--- src/rtl/xbus_ctrl.sv ---
module xbus_ctrl #(
  parameter int AW = 16,
  parameter int WAIT_W = 2,
  parameter logic [AW-1:0] INT_LO = 'h2000,
  parameter logic [AW-1:0] INT_HI = 'h3FFF
) (
  input  logic              clk,
  input  logic              rst_n,
  input  logic              req_valid,
  input  logic              req_write,
  input  logic              req_fetch,
  input  logic              req_word,
  input  logic [AW-1:0]     req_addr,
  input  logic [15:0]       req_wdata,
  input  logic              cfg_adv,
  input  logic [WAIT_W-1:0] cfg_waits,
  input  logic              ext_access,
  output logic              int_hit,
  output logic              busy,
  output logic              done,
  output logic [15:0]       rd_data,
  output logic [7:0]        ad_out,
  output logic              ad_oe,
  input  logic [7:0]        ad_in,
  output logic [AW-9:0]     addr_hi,
  output logic              ale,
  output logic              rd_n,
  output logic              wr_n,
  output logic              inst,
  input  logic              ready
);

  typedef enum logic [1:0] {S_IDLE, S_ADDR, S_STRB, S_RECV} st_t;

  st_t              st;
  logic             ph, wr_q, fetch_q, word_q, adv_q, hi_q;
  logic [AW-1:0]    addr_q;
  logic [15:0]      wd_q;
  logic [WAIT_W-1:0] waits_q, scnt;

  assign int_hit = ext_access && (req_addr >= INT_LO) && (req_addr <= INT_HI);
  assign busy    = (st != S_IDLE);

  always_ff @(posedge clk) begin
    if (!rst_n) begin
      st <= S_IDLE; ph <= 1'b0; wr_q <= 1'b0; fetch_q <= 1'b0; word_q <= 1'b0;
      adv_q <= 1'b0; hi_q <= 1'b0; addr_q <= '0; wd_q <= '0; waits_q <= '0;
      scnt <= '0; done <= 1'b0; rd_data <= '0;
    end else begin
      done <= 1'b0;
      case (st)
        S_IDLE: if (req_valid && !int_hit) begin
          st <= S_ADDR; ph <= 1'b0; hi_q <= 1'b0;
          wr_q <= req_write; fetch_q <= req_fetch; word_q <= req_word;
          adv_q <= cfg_adv; waits_q <= cfg_waits;
          addr_q <= req_addr; wd_q <= req_wdata; rd_data <= '0;
        end
        S_ADDR: begin
          ph <= ~ph;
          if (ph) begin st <= S_STRB; scnt <= '0; end
        end
        S_STRB: begin
          ph <= ~ph;
          if (ph) begin
            if (scnt >= waits_q && ready) begin
              st <= S_RECV;
              if (!wr_q) begin
                if (hi_q) rd_data[15:8] <= ad_in;
                else      rd_data[7:0]  <= ad_in;
              end
            end else if (scnt != '1) begin
              scnt <= scnt + 1'b1;
            end
          end
        end
        default: begin
          ph <= ~ph;
          if (ph) begin
            if (word_q && !hi_q) begin
              hi_q <= 1'b1; addr_q <= addr_q + 1'b1; st <= S_ADDR;
            end else begin
              st <= S_IDLE; done <= 1'b1;
            end
          end
        end
      endcase
    end
  end

  assign ad_oe   = (st == S_ADDR) || (wr_q && ((st == S_STRB) || (st == S_RECV && !ph)));
  assign ad_out  = (st == S_ADDR) ? addr_q[7:0] : (hi_q ? wd_q[15:8] : wd_q[7:0]);
  assign addr_hi = addr_q[AW-1:8];
  assign ale     = busy ? (adv_q ? !(st == S_ADDR || st == S_STRB) : (st == S_ADDR && !ph))
                        : cfg_adv;
  assign rd_n    = !(st == S_STRB && !wr_q);
  assign wr_n    = !(st == S_STRB && wr_q);
  assign inst    = busy && fetch_q;

  a_r2_strobes_exclusive: assert property (@(posedge clk) disable iff (!rst_n) (rd_n || wr_n));
  a_r2_read_released:     assert property (@(posedge clk) disable iff (!rst_n) !rd_n |-> !ad_oe);
  a_r8_write_driven:      assert property (@(posedge clk) disable iff (!rst_n) !wr_n |-> ad_oe);
  a_r8_write_hold:        assert property (@(posedge clk) disable iff (!rst_n) $rose(wr_n) |-> ad_oe);
  a_r3_ale_single:        assert property (@(posedge clk) disable iff (!rst_n)
                            (busy && !adv_q && ale) |=> (!ale && ad_oe));
  a_r10_inst_steady:      assert property (@(posedge clk) disable iff (!rst_n)
                            (busy && $past(busy)) |-> $stable(inst));
  a_r12_done_pulse:       assert property (@(posedge clk) disable iff (!rst_n) done |=> !done);
  a_r11_internal_ignored: assert property (@(posedge clk) disable iff (!rst_n)
                            (!busy && req_valid && int_hit) |=> !busy);

endmodule

--- config.mk ---
export PLATFORM = sky130hd
export DESIGN_NAME = xbus_ctrl
export DESIGN_NICKNAME = d
export VERILOG_FILES = /design/src/rtl/xbus_ctrl.sv
export SDC_FILE = /design/constraint.sdc
export NUM_CORES = 1
export LEC_CHECK = 0
export ABC_AREA = 1
export BUFFER_PORTS_ARGS = -buffer_cell sky130_fd_sc_hd__buf_2
export CAP_MARGIN = 20
export CORE_MARGIN = 5
export CORE_UTILIZATION = 50
export CTS_CLUSTER_DIAMETER = 40
export DETAILED_ROUTE_END_ITERATION = 8
export GPL_TIMING_DRIVEN = 0
export MAX_ROUTING_LAYER = met4
export PLACE_DENSITY = 0.77
export SLEW_MARGIN = 10
export SYNTH_ARGS = -nofsm -noshare
export SYNTH_HDL_FRONTEND = slang
export SYNTH_SLANG_ARGS = --single-unit
--- constraint.sdc ---
create_clock -name clk -period 3.9 [get_ports clk]
set_input_delay 0.585 -clock clk [delete_from_list [all_inputs] [get_ports clk]]
set_output_delay 0.585 -clock clk [all_outputs]
set_load 0.02 [all_outputs]
==> results of run 1 <==
## routing by layer
metal,up-vias,part of all wire,global-route usage
li1,1854,-,-
met1,1558,0.43,0.293
met2,146,0.47,0.390
met3,27,0.077,0.0617
met4,0,0.025,0.0867
met5,-,0,-
## metrics by stage
| stage | instances | hold WS (ns) | power, W |
|---|---|---|---|
| final | 703 | 0.449 | 0.00358 |
| after global routing | 703 | 0.479 | 0.00385 |
| after CTS | 703 | 0.449 | 0.00358 |
| after detailed placement | 687 | 0.439 | 0.00287 |
| after global placement | 687 | 0.434 | 0.00282 |
| after floorplan | 517 | 0.424 | 0.00235 |
## worst max-delay path: cells and delay by family, from the launching register on
kind / cells / cell delay [ns]
flip-flops: 1 / 0.36
adder cells (fa/ha/maj): 1 / 0.20
AO/OA/AOI/OAI: 3 / 0.40
buffers and inverters: 4 / 0.88
## cells by family after synthesis
group	synth area share
simple gates	0.287
compound gates	0.186
buf+inv	0.137
fa+ha+maj	0.0329
flops	0.357
## power breakdown
group,leakage (nW),total [W],internal [W],switching (W)
Combinational,1.38,0.00191,0.000656,0.00125
Clock,0.119,0.000700,0.000440,0.000260
Sequential,0.501,0.000976,0.000809,0.000167
Total,2.00,0.00358,0.00191,0.00168
## registers in the layout (all words and copies together), names as in the netlist
| name | count |
|---|---|
| wd_q | 16 |
| word_q | 1 |
| hi_q | 1 |
| fetch_q | 1 |
| adv_q | 1 |
| wr_q | 1 |
| st | 2 |
| scnt | 2 |
| done | 1 |
| rd_data | 16 |
| ph | 1 |
| addr_q | 16 |
| waits_q | 2 |
## cells in the mapped netlist, types with 3 or more instances
library cell | instances | area (sq um)
nor2_2 | 7 | 43.8
a21oi_1 | 63 | 315
o21ai_0 | 44 | 220
nand4_1 | 8 | 50.1
clkbuf_1 | 9 | 33.8
o22ai_1 | 3 | 18.8
nor2_1 | 53 | 199
buf_4 | 10 | 75.1
inv_1 | 67 | 251
dfxtp_1 | 61 | 1220
buf_6 | 3 | 33.8
ha_1 | 9 | 113
nand2_1 | 112 | 420
nand3_1 | 33 | 165
buf_2 | 6 | 30.0
inv_2 | 5 | 18.8
## final timing paths
kind	from	end	cells after the start
worst max-delay path	st[1]$_SDFFE_PN0P_	ad_out[3]	8
worst min-delay path	wd_q[5]$_SDFFE_PN0P_	wd_q[5]$_SDFFE_PN0P_	2
worst max register to register	st[1]$_SDFFE_PN0P_	addr_q[4]$_SDFFE_PN0P_	8
worst min register to register	wd_q[5]$_SDFFE_PN0P_	wd_q[5]$_SDFFE_PN0P_	2
## area by class of cell
class                           count  area (sq um)  area share
Multi-Input combinational cell    353          1730       0.410
Sequential cell                    61          1220       0.290
Timing Repair Buffer               90           450       0.107
Inverter                           72           270      0.0641
Buffer                             31           199      0.0472
Clock buffer                       10           138      0.0326
Clock inverter                      6           110      0.0261
Tap cell                           80           100      0.0237
==> metrics.md, run 1 <==
| Metric | Value |
|---|---|
| Design area | `0.00422 sq mm` |
| Worst vdd ir | `410 uV` |
| Clk pin slew, worst setup/hold paths | `0.07 ns` |
| CTS tree | `yes` |
| DP HPWL | `7.39 mm` |
| Cells after synthesis | `517` |
| Prevailing post-synth register cell | `dfxtp_1` |
| Post-DRT Antenna Nets | `0` |
| Syn nets | `577` |
| Filler cells | `651` |
| Setup tns final | `0 ns` |
| Die height | `92.7 um` |
| I/O pins | `91` |
| Slowest stage cell, crit path | `dfxtp_1` |
| Avg Vias per Cell | `5.10` |
| DRC Markers | `0` |
| Post-layout worst setup margin | `1.14 ns` |
| First-pass GRT wire length | `15.9 mm` |
| Most common cell after layout, fill and taps aside | `nand2_1` |
| Period minus WS final | `2.76 ns` |
| Yosys warnings | `0` |
| Routed Wire Length | `10.0 mm` |
| Setup Buffers After CTS | `0` |
| H-Tree Depth | `3` |
| Pwr per Cell Area | `850 mW/mm^2` |
| Synth cell types | `37` |
| Vias in the first global route | `3385` |
| Syn_area_per_cell | `6.61 sq um` |
| ANT cells | `0` |
| Worst-path maximum fanout | `10` |
| Clk buf depth | `2` |
| Post-Place Cell Area | `0.00397 sq mm` |
| P_leak | `2.00 nW` |
| # setup viols final | `0` |
| Die Area | `0.00859 sq mm` |
| Slew Viols, Final | `0` |
| Seq/Total Area, Yosys | `0.357` |
| Layout cells sized above 1 | `0.241` |
| Initial antenna violation count | `0` |
| GRT Total Usage | `0.242` |
| Num CTS Buffers | `9` |
| Sink Count | `61` |
| Critical path class | `reg -> out` |
| Fraction of registers with async set/reset | `0` |
| Worst Path Required | `3.31 ns` |
| Placer Congestion | `0.876` |
| Area delta synth->final | `23.3%` |
| Worst Skew | `0.0117 ns` |
| Critical path arrival | `2.17 ns` |
| Starting Density | `0.509` |
| Relative slew slack | `0.600` |
| Largest net degree at the start of global routing | `12` |
| Core ar. | `0.00672 sq mm` |
| Vias | `3585` |
| Status | `finished clean` |
| Max-Cap Viols | `0` |
| DR pass1 iterations | `5` |
| Place WS | `1.52 ns` |
| RSZ-0062 raised after global routing | `no` |
| Layout net count | `678` |
| CP Capture Type | `primary output` |
| CTS resizes | `0` |
| 1st-iter DRT viols | `210` |
| Register bit count reported by yosys | `61` |
| Hold Vio Cnt, Final | `0` |
| Wire per inst | `14.3 um` |
| Worst min path class | `reg -> reg` |
| CP peak stage delay | `0.36 ns` |
| Crit path launch type | `register` |
| Most frequent cells in the layout | `nand2_1 (112), buf_2 (96), inv_1 (67)` |
| Buffers on Ports | `90` |
| Number of synthesized flops with an enable pin | `0` |
| Synthesized area | `0.00342 sq mm` |
| CP Cell Sequence | `inv_1 > ha_1 > clkbuf_1 > inv_1 > o21ai_0 > a21oi_1 > a21oi_1 > buf_2` |
| Skew-Pair Late Insertion Delay | `0.35 ns` |
| # rows | `30` |
| Die X | `92.7 um` |
| Remaining Overflow, GRT | `0` |
| Max Fclk | `363 MHz` |
| Final Cycle Share | `0.707` |
| R2r setup slk | `2.00 ns` |
| Hold-fix buffers, CTS | `0` |
| Root buffer cell | `clkbuf_8` |
| Post-Route Utilization | `0.628` |
| Slew of the pin with the lowest slew margin | `0.601 ns` |
(Power assumes the default switching activity.)
==> run 2: changes to the inputs <==
Clock period 3.9 ns to 2.7 ns, I/O delays scaled along.
==> run 2 against run 1 <==
Combinational power increased by 45%; power increased by 45%; clock power increased by 46%; non-clock buffer count decreased by 1; via count increased by 0.28%; critical path depth decreased by 1; utilization decreased by 0.056 points; sequential share of layout area about the same; wire length decreased by 0.23%.
==> metrics.md, run 2 (synthesis results as in run 1) <==
| Metric | Value |
|---|---|
| Place WS | `0.500 ns` |
| Relative slew slack | `0.596` |
| Most frequent cells in the layout | `nand2_1 (112), buf_2 (96), inv_1 (67)` |
| Area delta synth->final | `23.2%` |
| CP Capture Type | `primary output` |
| ANT cells | `0` |
| Slew of the pin with the lowest slew margin | `0.605 ns` |
| Buffers on Ports | `90` |
| RSZ-0062 raised after global routing | `no` |
| Slowest stage cell, crit path | `clkbuf_1` |
| Die height | `92.7 um` |
| Remaining Overflow, GRT | `0` |
| Placer Congestion | `0.876` |
| Root buffer cell | `clkbuf_8` |
| Worst Path Required | `2.30 ns` |
| Initial antenna violation count | `0` |
| Clk pin slew, worst setup/hold paths | `0.07 ns` |
| Wire per inst | `14.3 um` |
| Final Cycle Share | `0.915` |
| Slew Viols, Final | `0` |
| Clk buf depth | `2` |
| Die X | `92.7 um` |
| Core ar. | `0.00672 sq mm` |
| Starting Density | `0.509` |
| Register area | `0.00122 sq mm` |
| Filler cells | `651` |
| Pwr per Cell Area | `1230 mW/mm^2` |
| Crit path buf inv count | `4` |
| Pwr Total | `0.00518 W` |
| Hold Vio Cnt, Final | `0` |
| Layout net count | `677` |
| H-Tree Depth | `3` |
| CTS tree | `yes` |
| Crit path launch type | `register` |
| Largest regs | `addr_q: 16 flops, rd_data: 16 flops, wd_q: 16 flops` |
| I/O pins | `91` |
| # rows | `30` |
| DRC Markers | `0` |
| Worst vdd ir | `597 uV` |
| Max-Cap Viols | `0` |
| First-pass GRT wire length | `15.9 mm` |
| CP Cell Sequence | `inv_1 > ha_1 > buf_6 > clkbuf_1 > nand2_1 > o21ai_0 > buf_2` |
| Worst Skew | `0.0104 ns` |
| Layout cells sized above 1 | `0.241` |
| Status | `finished clean` |
| Num CTS Buffers | `9` |
| Critical path arrival | `2.07 ns` |
| Max Fclk | `405 MHz` |
| Worst-path maximum fanout | `10` |
| Die Area | `0.00859 sq mm` |
| Critical path class | `reg -> out` |
| Setup tns final | `0 ns` |
| Largest net degree at the start of global routing | `12` |
| Post-layout worst setup margin | `0.229 ns` |
| P_leak | `2.00 nW` |
| Period minus WS final | `2.47 ns` |
| Vias | `3595` |
| DP HPWL | `7.39 mm` |
| Worst min path class | `in -> reg` |
| 1st-iter DRT viols | `223` |
| Post-DRT Antenna Nets | `0` |
| CP peak stage delay | `0.42 ns` |
| Multi-input logic area | `0.00173 sq mm` |
| # setup viols final | `0` |
| Avg Vias per Cell | `5.12` |
| Sink Count | `61` |
| DR pass1 iterations | `5` |
| Most common cell after layout, fill and taps aside | `nand2_1` |
| Routed Wire Length | `10.0 mm` |
| Skew-Pair Late Insertion Delay | `0.35 ns` |
| Kind of cell adding the most delay to the critical path | `buffers and inverters` |
| GRT Total Usage | `0.242` |
| Vias in the first global route | `3385` |
run 2: cell count changes in the layout (fill, tap and decap cells not counted), sizes merged:
cell,delta
clkbuf,-1
run 2: where the power goes:
group          switching, W  internal (W)  leakage [nW]  total (W)
sequential         0.000239       0.00117         0.501    0.00141
clock              0.000380      0.000636         0.119    0.00102
combinational       0.00181      0.000946          1.38    0.00276
total               0.00243       0.00275          2.00    0.00518
run 2: path summary, 6_finish.rpt:
kind              slack [ns]            startpoint  cells past startpoint                endpoint
setup / recovery        0.23    st[1]$_SDFFE_PN0P_                      7                     ale
hold / removal          0.33         req_wdata[15]                      3   wd_q[15]$_SDFFE_PN0P_
setup reg to reg        0.80    st[1]$_SDFFE_PN0P_                      8  addr_q[4]$_SDFFE_PN0P_
hold reg to reg         0.45  wd_q[5]$_SDFFE_PN0P_                      2    wd_q[5]$_SDFFE_PN0P_
run 2: layout make-up:
class                   instances  share of cell area
plain buffers                  30              0.0463
clock buffers                  10              0.0327
clock inverters                 6              0.0261
inverters                      72              0.0641
multi-input cells             353               0.410
flip-flops and latches         61               0.290
well taps                      80              0.0238
repair buffers                 90               0.107
run 2: worst min-delay path, stage by stage:
cell and delay [ns]:
buf_2 0.07, o21ai_0 0.07, a21oi_1 0.10
run 2: routing by layer:
metal  track usage  up-vias  part of all wire
li1              -     1851                 -
met1         0.293     1591              0.44
met2         0.390      130              0.47
met3        0.0617       23             0.066
met4        0.0867        0             0.023
met5             -        -                 0
run 2: per-stage QoR:
step	utilization	cells	area, sq um	hold slack, ns
2_1_floorplan	-	517	3420	0.424
3_3_place_gp	0.591	687	3970	0.434
3_5_place_dp	0.591	687	3970	0.439
4_1_cts	0.628	703	4220	0.330
5_1_grt	0.627	702	4210	0.349
6_report	0.627	702	4210	0.334
run 2: timing repair:
action | in CTS | in global routing
gates resized for setup | 0 | 0
endpoints found under the setup margin | 0 | 8
hold buffers | 0 | 0
setup buffers | 0 | 0
==> run 3: changes to the inputs <==
Settings changed: CORE_ASPECT_RATIO set to 2, CTS_CLUSTER_SIZE set to 12.
==> run 3 against run 2 <==
Register-to-register slack about the same; hold slack improved by 0.017 ns; flip-flop and latch count did not move; combinational power about the same; non-clock buffer count grew 1; largest power group unchanged.
==> metrics.md, run 3 (synthesis results as in run 1) <==
| Metric | Value |
|---|---|
| Root buffer cell | `clkbuf_16` |
| DR pass1 iterations | `4` |
| Hold depth | `3` |
| DRC Markers | `0` |
| R2R Path Start | `st[0]$_SDFFE_PN0P_` |
| H-Tree Depth | `3` |
| Post-layout worst setup margin | `0.221 ns` |
| Placer Congestion | `0.908` |
| Kind of cell adding the most delay to the critical path | `buffers and inverters` |
| Worst r2r path cells | `8` |
| Most common cell after layout, fill and taps aside | `nand2_1` |
| Setup tns final | `0 ns` |
| Slew of the pin with the lowest slew margin | `0.642 ns` |
| DP HPWL | `8.19 mm` |
| Reg-to-reg endpoint | `rd_data[7]$_SDFFE_PN0P_` |
| 1st-iter DRT viols | `183` |
| Setup Buffers After CTS | `0` |
| P_leak | `2.05 nW` |
| Crit path launch type | `register` |
| Crit path buf inv count | `4` |
| Combinational power share | `0.502` |
| CP peak stage delay | `0.40 ns` |
| Starting Density | `0.516` |
| Largest net degree at the start of global routing | `12` |
| Die height | `127 um` |
| Sink Count | `61` |
| Max Fclk | `403 MHz` |
| Layout net count | `678` |
| Switch share | `0.450` |
| Net Sw Power | `0.00249 W` |
| Slowest stage cell, crit path | `dfxtp_1` |
| Die Area | `0.00869 sq mm` |
| RSZ-0062 raised after global routing | `no` |
| Relative slew slack | `0.572` |
| Avg Vias per Cell | `5.23` |
| Core ar. | `0.00662 sq mm` |
| CP Capture Type | `primary output` |
| R2r setup slk | `0.81 ns` |
| Hold Vio Cnt, Final | `0` |
| Remaining Overflow, GRT | `0` |
| ANT cells | `0` |
| Int Pwr | `0.00304 W` |
| Worst vdd ir | `646 uV` |
| Worst min path class | `in -> reg` |
| # setup viols final | `0` |
| Routed Wire Length | `10.4 mm` |
| Clk pin slew, worst setup/hold paths | `0.05 ns` |
| Vias | `3715` |
| I/O pins | `91` |
| Critical path class | `reg -> out` |
| GRT Total Usage | `0.265` |
| Final Cycle Share | `0.918` |
| Worst hold slack | `0.351 ns` |
| Clock share of power | `0.243` |
| Period minus WS final | `2.48 ns` |
| CTS tree | `yes` |
| Pwr per Cell Area | `1280 mW/mm^2` |
| Skew-Pair Late Insertion Delay | `0.33 ns` |
| Wire per inst | `14.7 um` |
| # rows | `42` |
| CP Cell Sequence | `inv_1 > ha_1 > clkbuf_2 > inv_1 > o21ai_0 > a21oi_1 > a21oi_1 > buf_2` |
| Worst Skew | `0.00410 ns` |
| First-pass GRT wire length | `16.9 mm` |
| Worst Path Required | `2.30 ns` |
| Area delta synth->final | `26.6%` |
| Initial antenna violation count | `0` |
| Hold endpoint | `waits_q[0]$_SDFFE_PN0P_` |
| Layout cells sized above 1 | `0.242` |
| Pwr Total | `0.00553 W` |
| Status | `finished clean` |
| Post-DRT Antenna Nets | `0` |
| Worst-path maximum fanout | `10` |
| Buffers on Ports | `90` |
| Max-Cap Viols | `0` |
| Hold_sp | `cfg_waits[0]` |
| Die X | `68.5 um` |
| Critical path arrival | `2.07 ns` |
| Slew Viols, Final | `0` |
| Post-Route Utilization | `0.654` |
| Clk buf depth | `2` |
| Vias in the first global route | `3718` |
| Num CTS Buffers | `9` |
| Most frequent cells in the layout | `nand2_1 (112), buf_2 (96), inv_1 (67)` |
| Largest regs | `addr_q: 16 flops, rd_data: 16 flops, wd_q: 16 flops` |
| Place WS | `0.422 ns` |
| Flop pwr share | `0.256` |
==> run 3: changes by cell type in the layout (fill, tap and decap cells not counted) <==
cell | before | now
clkbuf_8 | 11 | 2
clkbuf_2 | 0 | 1
clkbuf_16 | 0 | 9
==> run 3: timing repair <==
item | CTS | global route
gates resized for setup | 0 | 2
endpoints found under the setup margin | 0 | 6
hold buffers | 0 | 0
==> run 3: worst max path at each step <==
stage	cells past startpoint	start	slack, ns	endpoint
floorplan	7	st[1]$_SDFFE_PN0P_	0.76	ale
global placement	8	st[1]$_SDFFE_PN0P_	0.44	ad_out[7]
detailed placement	8	st[1]$_SDFFE_PN0P_	0.42	ad_out[7]
CTS	8	st[1]$_SDFFE_PN0P_	0.04	ad_out[4]
global route	8	st[1]$_SDFFE_PN0P_	0.07	ad_out[7]
finish	8	st[1]$_SDFFE_PN0P_	0.22	ad_out[7]
==> run 3: power groups by stage <==
stage	registers, W	clock network (W)	logic, W
floorplan	0.00141	0	0.00198
global placement	0.00142	0	0.00271
detailed placement	0.00142	0	0.00276
CTS	0.00141	0.00136	0.00278
global route	0.00144	0.00140	0.00309
finish	0.00141	0.00134	0.00278
==> run 3: worst reg2reg max path, stage by stage, from the launching register on <==
cell and delay, ns:
dfxtp_1 0.38, inv_1 0.10, ha_1 0.23, buf_6 0.16, nand2_1 0.17, nand4_2 0.24
buf_4 0.25, nor2_1 0.18, nor2_1 0.08
==> run 3: final cells by class <==
type                       count  area (sq um)
buffer                        31           200
clock buffer                  10           239
clock inverter                 6           110
fill                         638          2290
inverter                      72           270
multi-input combinational    353          1730
sequential                    61          1220
tap                           88           110
timing repair buffer          90           450
==> run 3: through the flow <==
step | instance area (sq um) | instances
final | 4330 | 711
after global placement | 3980 | 695
after global routing | 4330 | 711
after floorplan | 3420 | 517
after detailed placement | 3980 | 695
after CTS | 4330 | 711
==> run 3: per-layer routing <==
metal  vias up  global-route usage  wire [um]
li1       1850                   -          -
met1      1675               0.258       3760
met2       151               0.455       5610
met3        39              0.0434        536
met4         0               0.177        538
met5         -                   -          0
